[src/rtl/boot_probe_ctrl.sv]
module boot_probe_ctrl #(
  parameter int DIV_STD = 120,
  parameter int DIV_FAST = 30,
  parameter logic [6:0] DEV_ADDR = 7'h50,
  parameter int RAM_DEPTH = 1024,
  parameter logic [11:0] REV = 12'h001,
  localparam int AW = $clog2(RAM_DEPTH),
  localparam int DW = $clog2(DIV_STD > DIV_FAST ? DIV_STD : DIV_FAST) + 1
) (
  input  logic          clk,
  input  logic          rst_n,
  input  logic          fast_sel,
  input  logic          sda_in,
  output logic          scl_oe,
  output logic          sda_oe,
  output logic          ram_we,
  output logic [AW-1:0] ram_addr,
  output logic [7:0]    ram_wdata,
  output logic [15:0]   vid,
  output logic [15:0]   pid,
  output logic [15:0]   did,
  output logic          done,
  output logic [1:0]    mode
);
  localparam logic [15:0] VID0 = 16'h04B4;
  localparam logic [15:0] PID0 = 16'h8613;
  localparam logic [15:0] DID0 = {4'hA, REV};

  typedef enum logic [2:0] {ST_START, ST_ADDR, ST_READ, ST_STOP, ST_END} st_t;
  st_t st;

  logic [DW-1:0] div_q;
  logic [1:0]    ph;
  logic [3:0]    bitn;
  logic [7:0]    sh;
  logic [16:0]   idx, wa;
  logic [15:0]   len;
  logic [1:0]    kind;
  logic          nack, tick, last;

  assign tick = div_q >= DW'(fast_sel ? DIV_FAST - 1 : DIV_STD - 1);

  assign last = (idx == 17'd0) ? !(sh == 8'hC0 || sh == 8'hC2)
              : (kind == 2'd1) ? (idx == 17'd6)
              : (idx < 17'd4)  ? 1'b0
              : ((idx - 17'd4) == {1'b0, len});

  always_ff @(posedge clk or negedge rst_n) begin
    if (!rst_n) begin
      st <= ST_START; div_q <= '0; ph <= '0; bitn <= '0; sh <= '0;
      idx <= '0; wa <= '0; len <= '0; kind <= '0; nack <= 1'b0;
      scl_oe <= 1'b0; sda_oe <= 1'b0;
      ram_we <= 1'b0; ram_addr <= '0; ram_wdata <= '0;
      vid <= VID0; pid <= PID0; did <= DID0;
      done <= 1'b0; mode <= 2'b00;
    end else begin
      ram_we <= 1'b0;
      done   <= 1'b0;
      div_q  <= tick ? '0 : div_q + DW'(1);
      if (tick && st != ST_END) begin
        ph <= ph + 2'd1;
        case (st)
          ST_START: case (ph)
            2'd1: sda_oe <= 1'b1;
            2'd2: scl_oe <= 1'b1;
            2'd3: begin st <= ST_ADDR; sh <= {DEV_ADDR, 1'b1}; bitn <= '0; end
            default: ;
          endcase
          ST_ADDR, ST_READ: case (ph)
            2'd0: begin
              scl_oe <= 1'b1;
              if (bitn == 4'd8) sda_oe <= (st == ST_READ) && !last;
              else              sda_oe <= (st == ST_ADDR) && !sh[7];
            end
            2'd1: scl_oe <= 1'b0;
            2'd2: if (bitn == 4'd8) nack <= sda_in;
                  else              sh <= {sh[6:0], sda_in};
            default: begin
              scl_oe <= 1'b1;
              if (bitn != 4'd8) bitn <= bitn + 4'd1;
              else begin
                bitn <= '0;
                if (st == ST_ADDR) st <= nack ? ST_STOP : ST_READ;
                else begin
                  idx <= idx + 17'd1;
                  if (last) st <= ST_STOP;
                  if (idx == 17'd0)
                    kind <= (sh == 8'hC0) ? 2'd1 : (sh == 8'hC2) ? 2'd2 : 2'd0;
                  else if (kind == 2'd1) begin
                    case (idx[2:0])
                      3'd1: vid[7:0]  <= sh;
                      3'd2: vid[15:8] <= sh;
                      3'd3: pid[7:0]  <= sh;
                      3'd4: pid[15:8] <= sh;
                      3'd5: did[7:0]  <= sh;
                      default: did[15:8] <= sh;
                    endcase
                  end else begin
                    case (idx)
                      17'd1: len[7:0]  <= sh;
                      17'd2: len[15:8] <= sh;
                      17'd3: wa <= {9'd0, sh};
                      17'd4: wa[16:8] <= {1'b0, sh};
                      default: begin
                        if (wa < 17'(RAM_DEPTH)) begin
                          ram_we    <= 1'b1;
                          ram_addr  <= wa[AW-1:0];
                          ram_wdata <= sh;
                        end
                        wa <= wa + 17'd1;
                      end
                    endcase
                  end
                end
              end
            end
          endcase
          ST_STOP: case (ph)
            2'd0: begin scl_oe <= 1'b1; sda_oe <= 1'b1; end
            2'd1: scl_oe <= 1'b0;
            2'd2: sda_oe <= 1'b0;
            default: begin st <= ST_END; done <= 1'b1; mode <= kind; end
          endcase
          default: ;
        endcase
      end
    end
  end
endmodule


[config.mk]
export PLATFORM = sky130hd
export DESIGN_NAME = boot_probe_ctrl
export DESIGN_NICKNAME = d
export VERILOG_FILES = /design/src/rtl/boot_probe_ctrl.sv
export SDC_FILE = /design/constraint.sdc
export NUM_CORES = 1
export LEC_CHECK = 0
export BUFFER_PORTS_ARGS = -buffer_cell sky130_fd_sc_hd__buf_2
export CAP_MARGIN = 20
export CELL_PAD_IN_SITES_DETAIL_PLACEMENT = 0
export CELL_PAD_IN_SITES_GLOBAL_PLACEMENT = 1
export CORE_ASPECT_RATIO = 1.2
export CORE_MARGIN = 8
export CORE_UTILIZATION = 39
export CTS_CLUSTER_DIAMETER = 120
export DETAILED_ROUTE_END_ITERATION = 7
export GPL_TIMING_DRIVEN = 0
export PLACE_DENSITY = 0.71
export SLEW_MARGIN = 10
export SYNTH_ARGS = -nofsm -noshare
export SYNTH_HDL_FRONTEND = slang
export SYNTH_SLANG_ARGS = --single-unit
export TNS_END_PERCENT = 30
[constraint.sdc]
create_clock -name clk -period 2.75 [get_ports clk]
set_clock_uncertainty 0.2 [all_clocks]
set_input_delay 0.275 -clock clk [delete_from_list [all_inputs] [get_ports clk]]
set_output_delay 0.275 -clock clk [all_outputs]
set_load 0.01 [all_outputs]
==> results_dict.tcl <==
set metrics [dict create \
    hpwl_um 13200 \
    antenna_cells 0 \
    cp.arrival_ns 3.04 \
    period_needed_ns 2.93 \
    clock.fmax_mhz 341 \
    yosysTopAreaCell "dfrtp_1" \
    reg2reg_slack_ns -0.18 \
    first_pass_iters 5 \
    syn-num-nets 704 \
    clock_sink_count 150 \
    cts_tree "built" \
    synth_top_flop_cell "dfrtp_1" \
    rsz0062_at_grt "yes" \
    p_leak_nw 4.53 \
    avgSynthCellArea_um2 11.0 \
    numCtsBuffers 17 \
    wl_um 19100 \
    drive_gt1_share_pct 37.6 \
    vias_per_cell 5.22 \
    dp_slack_ns -0.531 \
    setup_tns_ns -0.332 \
    failed_checks "setup timing" \
    holdWs_ns 0.159 \
    drcViolationCount 0 \
    drtIter0Drc 338 \
    netlist_instances 680 \
    die_w_um 142 \
    synthTopCellsByArea "dfrtp_1 45%, mux2_2 8.6%, dfstp_2 4.9%" \
    nNetsFinal 831 \
    cp_max_fo 4 \
    route.vias.total 5622 \
    yosys.cell_types.count 71 \
    synth_top_area_share_pct 45.5 \
    clkTransAtPathRegs_ns 0.06 \
    rr_endpoint "st[0]$_DFFE_PN0P_" \
    io_buffer_count 75 \
    grt_antenna_before_repair 0 \
    fp.dieArea_um2 23900 \
    synth_edf_count 0 \
    async_reset_ff_share_pct 100 \
    yosysWarnings 0 \
    syn_area_um2 7480 \
    grt_overflow 0 \
    r2r_cells 7 \
    fill_cells 1712 \
    grt_pass1_wl_um 31100 \
    place.gp.congestion 0.852 \
    core_um2 18900 \
    status "finished, violations left" \
    critPathCaptureType "register" \
    rows 55 \
    slew_violations 0 \
    rr_startpoint "idx[12]$_DFFE_PN0P_" \
    grt_max_degree 94 \
    cts-root-buf "clkbuf_16" \
    final_common_cell "dfrtp_1" \
    yosysSeqAreaShare_pct 50.4 \
    start_kind "register" \
    area_growth_pct 26.3 \
    critical_path_class "register to register" \
    finalHoldViolCount 0 \
    detail_route.wl_per_cell_um 17.8 \
    setup_viol 2 \
    ant_nets 0 \
    clock_path_buffers 2 \
    track_usage_pct 16.5 \
    multiInputGateArea_um2 3680 \
    ys_ff_latch 150 \
    io_pins 76 \
    max_cap_viol_count 0 \
    initial_core_util_pct 39.7 \
    clkLatencyLatePin_ns 0.43 \
    cp_data_required_time_ns 2.86 \
    seq_area_um2 3780 \
    die_height_um 168 \
    setup_slack_ns -0.183 \
    peakVddDrop_mv 0.440 \
    final_cell_mix "128 x dfrtp_1, 76 x buf_2, 49 x mux2_2" \
    period_share_pct 107 \
    grt_pass1_vias 5902 \
    slew_headroom_pct 52.5 \
    hold_class "input port to async pin" \
    powerDensity_nw_per_um2 589 \
    h-tree-depth 4 \
    worst_pin_slew_ns 0.713 \
]
==> cell usage after synthesis, drive strengths merged (14+ instances only) <==
cell type and number:
xnor2 27, mux2 76, nor2 39, ha 20, nand3 34, clkbuf 24, and3 14, nand2 47
buf 15, a21oi 27, dfstp 14, o21ai 50, nand4 16, dfrtp 136, inv 25
==> routing by layer <==
| layer | GRT usage (%) | wire length (µm) | part of all wire [%] | vias up |
|---|---|---|---|---|
| li1 | - | - | - | 2677 |
| met1 | 19.2 | 8120 | 42 | 2776 |
| met2 | 28.0 | 9620 | 50 | 131 |
| met3 | 4.44 | 899 | 4.7 | 38 |
| met4 | 6.71 | 505 | 2.6 | 0 |
| met5 | 0 | 0 | 0 | - |
==> final cells by class <==
| type | instances | share of cell area (%) |
|---|---|---|
| timing repair buffer | 118 | 8.75 |
| tap | 256 | 3.39 |
| buffer | 29 | 1.87 |
| clock buffer | 17 | 4.50 |
| clock inverter | 15 | 1.50 |
| inverter | 25 | 1.10 |
| sequential | 150 | 40.0 |
| multi-input combinational | 466 | 38.9 |
==> registers in the layout, summed over array words and instances (netlist names) <==
register   flops
ram_we         1
done           1
did           16
idx           17
kind           2
bitn           4
wa            17
scl_oe         1
nack           1
sh             8
div_q          8
ph             2
st             3
ram_wdata      8
mode           2
len           16
sda_oe         1
pid           16
ram_addr      10
vid           16
==> what timing repair did <==
| action | in CTS | in global routing |
|---|---|---|
| cloned | 1 | 0 |
| endpoints found under the hold margin | 58 | 0 |
| gates resized for setup | 57 | 27 |
| hold buffers | 2 | 0 |
| endpoints found under the setup margin | 127 | 92 |
| buffers inserted | 27 | 12 |
| pin swaps | 17 | 11 |
==> worst max path at each step <==
stage	from	end
after floorplan	idx[2]$_DFFE_PN0P_	st[0]$_DFFE_PN0P_
final	idx[12]$_DFFE_PN0P_	st[0]$_DFFE_PN0P_
after CTS	idx[3]$_DFFE_PN0P_	st[0]$_DFFE_PN0P_
after detailed placement	idx[2]$_DFFE_PN0P_	wa[6]$_DFFE_PN0P_
after global routing	idx[2]$_DFFE_PN0P_	st[0]$_DFFE_PN0P_
after global placement	rst_n	ram_we$_DFF_PN0_
==> power breakdown <==
| group | internal [mW] | switching (mW) | total (mW) | leakage, nW |
|---|---|---|---|---|
| clock network | 1.20 | 1.04 | 2.24 | 0.271 |
| registers | 2.35 | 0.151 | 2.50 | 1.95 |
| logic | 0.256 | 0.571 | 0.827 | 2.31 |
| total | 3.80 | 1.76 | 5.57 | 4.53 |
==> worst max-delay path, stage by stage (launching register included) <==
cell and delay (ns):
dfrtp_2 0.43, or4_4 0.58, o21ai_2 0.14, nand4b_1 0.15, a2111oi_4 0.33, nand4_1 0.30, a211oi_2 0.34, mux2_4 0.33
==> kinds of logic after synthesis <==
group,synth area share (%)
AO/OA/AOI/OAI,9.46
XOR/XNOR,4.68
adder cells (fa/ha/maj),3.34
buffers and inverters,4.03
flip-flops,50.4
multiplexers,12.7
AND/OR/NAND/NOR,15.3
==> per-stage QoR <==
step	power, mW	instances	utilization [%]	instance area [µm²]
2_1_floorplan	2.98	680	-	7530
3_3_place_gp	3.32	1011	43.6	8220
3_5_place_dp	3.36	1012	43.8	8260
4_1_cts	5.62	1067	49.4	9310
5_1_grt	5.83	1076	50.1	9450
6_report	5.57	1076	50.1	9450
(Power assumes the default switching activity.)
